===== config.mk =====
export PLATFORM = sky130hd
export DESIGN_NAME = lpfchk_sched
export DESIGN_NICKNAME = d
export VERILOG_FILES = /design/src/rtl/lpfchk_pkg.sv /design/src/rtl/lpfchk_sched.sv
export SDC_FILE = /design/constraint.sdc
export NUM_CORES = 1
export LEC_CHECK = 0
export ABC_CLOCK_PERIOD_IN_PS = 1590
export BUFFER_PORTS_ARGS = -buffer_cell sky130_fd_sc_hd__buf_2
export CORE_AREA = 2 2 39 41
export DETAILED_ROUTE_END_ITERATION = 10
export DIE_AREA = 0 0 41 43
export GPL_ROUTABILITY_DRIVEN = 0
export GPL_TIMING_DRIVEN = 1
export PLACE_DENSITY = 0.83
export REMOVE_ABC_BUFFERS = 1
export SETUP_SLACK_MARGIN = 0.4
export SLEW_MARGIN = 10
export SYNTH_ARGS = -nofsm -noshare
export SYNTH_HDL_FRONTEND = slang
export SYNTH_SLANG_ARGS = --single-unit

===== constraint.sdc =====
create_clock -name clk -period 1.59 [get_ports clk]
set_input_delay 0.0795 -clock clk [delete_from_list [all_inputs] [get_ports clk]]
set_output_delay 0.0795 -clock clk [all_outputs]
set_load 0.01 [all_outputs]

===== src/rtl/lpfchk_pkg.sv =====
package lpfchk_pkg;

    typedef enum logic [2:0] {
        ST_IDLE = 3'd0,
        ST_SEED = 3'd1,
        ST_WARM = 3'd2,
        ST_CMP  = 3'd3,
        ST_NEXT = 3'd4
    } chk_state_e;

endpackage


===== src/rtl/lpfchk_sched.sv =====
module lpfchk_sched
    import lpfchk_pkg::*;
#(
    parameter int NUM_VS    = 4,
    parameter int NCH       = NUM_VS + 1,
    parameter int WARMUP    = 4,
    parameter int COMPARE_N = 3,
    parameter int CH_W      = $clog2(NCH),
    parameter int CNT_W     = $clog2(((WARMUP > COMPARE_N) ? WARMUP : COMPARE_N) + 1)
) (
    input  logic            clk,
    input  logic            rst_n,
    input  logic            adc_run,
    input  logic            smp_valid,
    output logic [CH_W-1:0] chan,
    output logic            ref_load,
    output logic            ref_step,
    output logic            cmp_en,
    output logic            done
);
    localparam logic [CNT_W-1:0] WARM_LAST = CNT_W'(WARMUP - 1);
    localparam logic [CNT_W-1:0] CMP_LAST  = CNT_W'(COMPARE_N - 1);
    localparam logic [CH_W-1:0]  CH_LAST   = CH_W'(NCH - 1);
    localparam logic [CH_W-1:0]  VS_LAST   = CH_W'(NUM_VS - 1);

    chk_state_e       state_q;
    chk_state_e       state_d;
    logic [CNT_W-1:0] cnt_q;
    logic [CH_W-1:0]  ptr_q;
    logic             pend_q;
    logic             done_q;

    // Next-state logic
    always_comb begin
        state_d = state_q;
        if (!adc_run) begin
            state_d = ST_IDLE;
        end else begin
            unique case (state_q)
                ST_IDLE: state_d = ST_SEED;
                ST_SEED: state_d = ST_WARM;
                ST_WARM: if (smp_valid && cnt_q == WARM_LAST) state_d = ST_CMP;
                ST_CMP:  if (pend_q && cnt_q == CMP_LAST) state_d = ST_NEXT;
                ST_NEXT: state_d = ST_SEED;
                default: state_d = ST_IDLE;
            endcase
        end
    end

    // State register
    always_ff @(posedge clk or negedge rst_n) begin
        if (!rst_n) begin
            state_q <= ST_IDLE;
        end else begin
            state_q <= state_d;
        end
    end

    // Output decode
    always_comb begin
        ref_load = 1'b0;
        ref_step = 1'b0;
        cmp_en   = 1'b0;
        unique case (state_q)
            ST_IDLE: ;
            ST_SEED: begin
                ref_load = adc_run;
                ref_step = adc_run && smp_valid;
            end
            ST_WARM: ref_step = adc_run && smp_valid;
            ST_CMP: begin
                ref_step = adc_run && smp_valid;
                cmp_en   = adc_run && pend_q;
            end
            ST_NEXT: ;
            default: ;
        endcase
    end

    // Sample and comparison counter, pending-compare marker
    always_ff @(posedge clk or negedge rst_n) begin
        if (!rst_n) begin
            cnt_q  <= '0;
            pend_q <= 1'b0;
        end else begin
            if (state_d != state_q) begin
                cnt_q <= '0;
            end else if (state_q == ST_WARM && smp_valid) begin
                cnt_q <= cnt_q + 1'b1;
            end else if (cmp_en) begin
                cnt_q <= cnt_q + 1'b1;
            end
            pend_q <= adc_run && smp_valid && state_q == ST_CMP && state_d == ST_CMP;
        end
    end

    // Channel pointer and coverage flag
    always_ff @(posedge clk or negedge rst_n) begin
        if (!rst_n) begin
            ptr_q  <= '0;
            done_q <= 1'b0;
        end else if (!adc_run) begin
            ptr_q  <= '0;
            done_q <= 1'b0;
        end else if (state_q == ST_NEXT) begin
            ptr_q <= (ptr_q == CH_LAST) ? '0 : ptr_q + 1'b1;
            if (ptr_q == VS_LAST) begin
                done_q <= 1'b1;
            end
        end
    end

    assign chan = ptr_q;
    assign done = done_q;

    AST_CHAN_RANGE: assert property (@(posedge clk) disable iff (!rst_n)
        ptr_q <= CH_LAST);
    AST_CHAN_STEP: assert property (@(posedge clk) disable iff (!rst_n)
        !$stable(ptr_q) |-> (ptr_q == '0) || (ptr_q == $past(ptr_q) + 1'b1));
    AST_CMP_AFTER_WARM: assert property (@(posedge clk) disable iff (!rst_n)
        (state_q == ST_CMP) && ($past(state_q) != ST_CMP) |-> $past(state_q) == ST_WARM);
    AST_IDLE_CHAN_ZERO: assert property (@(posedge clk) disable iff (!rst_n)
        !adc_run |=> ptr_q == '0);
    AST_DONE_DROP: assert property (@(posedge clk) disable iff (!rst_n)
        !adc_run |=> !done_q);

endmodule


==> flow_summary.yaml <==
status:
  status: "complete, no violations"
placement:
  portBuffers: 10
  postPlaceCellArea_um2: 724
  dp_hpwl_um: 951
layout:
  antennaDiodeCount: 0
  finish.utilization: 0.634
  final_area_um2: 877
  area_growth_pct: 32.3
  nets: 105
  drive_gt1_frac: 0.372
  fillers: 122
synthesis:
  syn_area_um2: 663
  ys_seq_area_frac: 0.415
  synth_top_area_share: 0.415
  yosysUniqueCellTypes: 23
  syn_area_per_cell_um2: 8.96
  ys_top_cells_by_area: "dfrtp_1, ha_1, a21oi_1"
  synth_seq_cells: 11
  synth_warnings: 0
  yosys.area.top_type: "dfrtp_1"
  synth_cells: 74
power:
  p_leak_uw: 0.000386
  powerDensity_nw_per_um2: 676
  peakVddDrop_v: 0.000511
global_route:
  grt_pass1_wl_mm: 2.42
  gr-total-overflow: 0
  antenna_found_initial: 0
  grt_max_degree: 12
  grt_pass1_vias: 580
  grtUsageTotal: 0.213
worst_setup_path:
  worst_ep_required_time_ps: 1790
  path_cells: "ha_2 -> ha_4 -> a21boi_1 -> a21oi_1 -> o32a_1 -> a21oi_1"
  slowest_stage: "dfrtp_1"
  startpoint_type: "flop"
  worstSetupPathType: "reg -> reg"
  critPathCaptureType: "flop"
  cp_max_fo: 3
  slowest_delay_ps: 390
  cp_common_cell: "a21oi_1"
  rrSetupSlack_ps: 120
  worst_ep_arrival_time_ps: 1670
clock_tree:
  cts_tree: "done"
  cts_max_level: 1
  cts_buffers: 3
  cts.sinks: 11
  clockBufferDepth: 2
  clk_pin_slew_ps: 70
  clock_latency_ps: 270
  clockRootBuffer: "clkbuf_4"
detailed_routing:
  ant_nets: 0
  drt_iter0_markers: 6
  firstDrtPassIters: 4
  avgViaCountPerCell: 5.39
  num_vias: 593
  drt-total-wl_mm: 1.57
  drt_drc_violations_left: 0
  drt-wirelength-per-cell_um: 14.3
die:
  start_util: 0.479
  rows: 14
  ios: 11
  die-area_um2: 1760
  die_x_um: 41
  dieHeight_um: 43
  core_um2: 1380
timing:
  fmax_mhz: 678
  fin_crit_sh: 0.927
  tightest_slew_ps: 374
  rsz0062_at_grt: "yes"
  finalCriticalPeriod_ps: 1470
  relSlewSlack: 0.750
  fin_tns_setup_ps: 0
  setup-violations-final: 0
  final-max-slew-violation-count: 0
  clock_skew_ps: 3.03
  hold_viol_final: 0
flow_run:
  drv_cap: 0
min_path:
  hold_class: "in -> reg"
## synthesized netlist by cell type
library cell,n
a21boi_0,1
nand2b_1,2
and3_1,1
buf_2,1
nand2_1,2
ha_1,6
dfrtp_1,11
nor3b_2,1
nor2_1,8
inv_1,6
nand3_1,2
nor3_1,1
a211o_1,2
nor2b_1,7
nand3_2,1
nand3b_1,1
clkbuf_1,1
and2_1,1
o32a_1,1
o21ai_0,4
a21oi_1,10
or3_1,1
a31oi_1,3
## sequential cells by signal, summed over array words and instances, names as in the netlist
| name | cells |
|---|---|
| cnt_q | 3 |
| pend_q | 1 |
| done | 1 |
| chan | 3 |
| state_q | 3 |
## layout make-up
cell class                      instances  area (um2)  area share
Clock buffer                            4        26.3      0.0300
Inverter                                6        22.5      0.0257
Multi-Input combinational cell         55         420       0.479
Sequential cell                        11         278       0.317
Tap cell                               16        20.0      0.0228
Timing Repair Buffer                   18         110       0.126
## final timing paths
kind,startpoint,end,cells after the start
max in group asynchronous,rst_n,state_q[0],2
min in group asynchronous,rst_n,chan[1],2
max,cnt_q[0],cnt_q[2],6
max reg2reg,cnt_q[0],cnt_q[2],6
min,smp_valid,pend_q,3
min reg2reg,done,done,2
## worst max-delay path: cells and delay by family, from the launching register on
family,cells,cell delay [ps]
flip-flops,1,390
adder cells (fa/ha/maj),2,360
AO/OA/AOI/OAI,4,650
## per-stage QoR
| step | std cells | total power [uW] | setup WS (ps) | hold WS (ps) |
|---|---|---|---|---|
| 5_1_grt | 110 | 616 | 54.3 | 155 |
| 3_5_place_dp | 98 | 377 | 36.9 | -36.3 |
| 4_1_cts | 109 | 581 | 95.2 | 93.8 |
| 2_1_floorplan | 72 | 348 | 127 | -216 |
| 3_3_place_gp | 98 | 373 | 69.4 | -39.3 |
| 6_report | 110 | 593 | 116 | 142 |
## report_power, final
part | internal (uW) | total [uW] | switching, uW | leakage (uW)
logic | 38.8 | 90.8 | 52.0 | 0.000222
clock network | 97.3 | 197 | 100 | 0.0000150
registers | 288 | 305 | 16.5 | 0.000149
total | 424 | 593 | 169 | 0.000386
## cell families (layout without fill, tap and decap cells)
family | after synthesis | in the layout | share of synthesized area
simple gates | 28 | 28 | 0.238
flops | 11 | 11 | 0.415
fa+ha+maj | 6 | 6 | 0.113
buf+inv | 8 | 28 | 0.0472
compound gates | 21 | 21 | 0.187
## metal layers
metal	global-route usage	up-vias	wire length, um	share of wire
met1	0.242	281	605	0.39
met2	0.338	14	880	0.56
li1	-	294	-	-
met4	0.153	0	37	0.024
met5	0	-	0	0
met3	0.0314	4	46	0.029
## timing repair
item / CTS / global route
endpoints found under the setup margin: 11 / 13
endpoints found under the hold margin: 11 / 0
hold buffers: 1 / 0
pin swaps: 4 / 2
setup buffers: 6 / 1
gates resized for setup: 8 / 12
## cells in the final DEF, fill, tap and decap left out, types with 2 or more instances in the layout
| cell type | netlist | final |
|---|---|---|
| nand3_1 | 2 | 2 |
| dfrtp_1 | 11 | 9 |
| ha_1 | 6 | 2 |
| buf_2 | 1 | 10 |
| ha_4 | 0 | 2 |
| nand2_1 | 2 | 2 |
| inv_1 | 6 | 5 |
| nor2_1 | 8 | 8 |
| a21oi_2 | 0 | 2 |
| nor2b_1 | 7 | 6 |
| a21oi_1 | 10 | 8 |
| a31oi_1 | 3 | 3 |
| buf_4 | 0 | 6 |
| dfrtp_2 | 0 | 2 |
| ha_2 | 0 | 2 |
| a211o_1 | 2 | 2 |
| o21ai_0 | 4 | 3 |
| clkbuf_4 | 0 | 3 |
(Power assumes the default switching activity.)
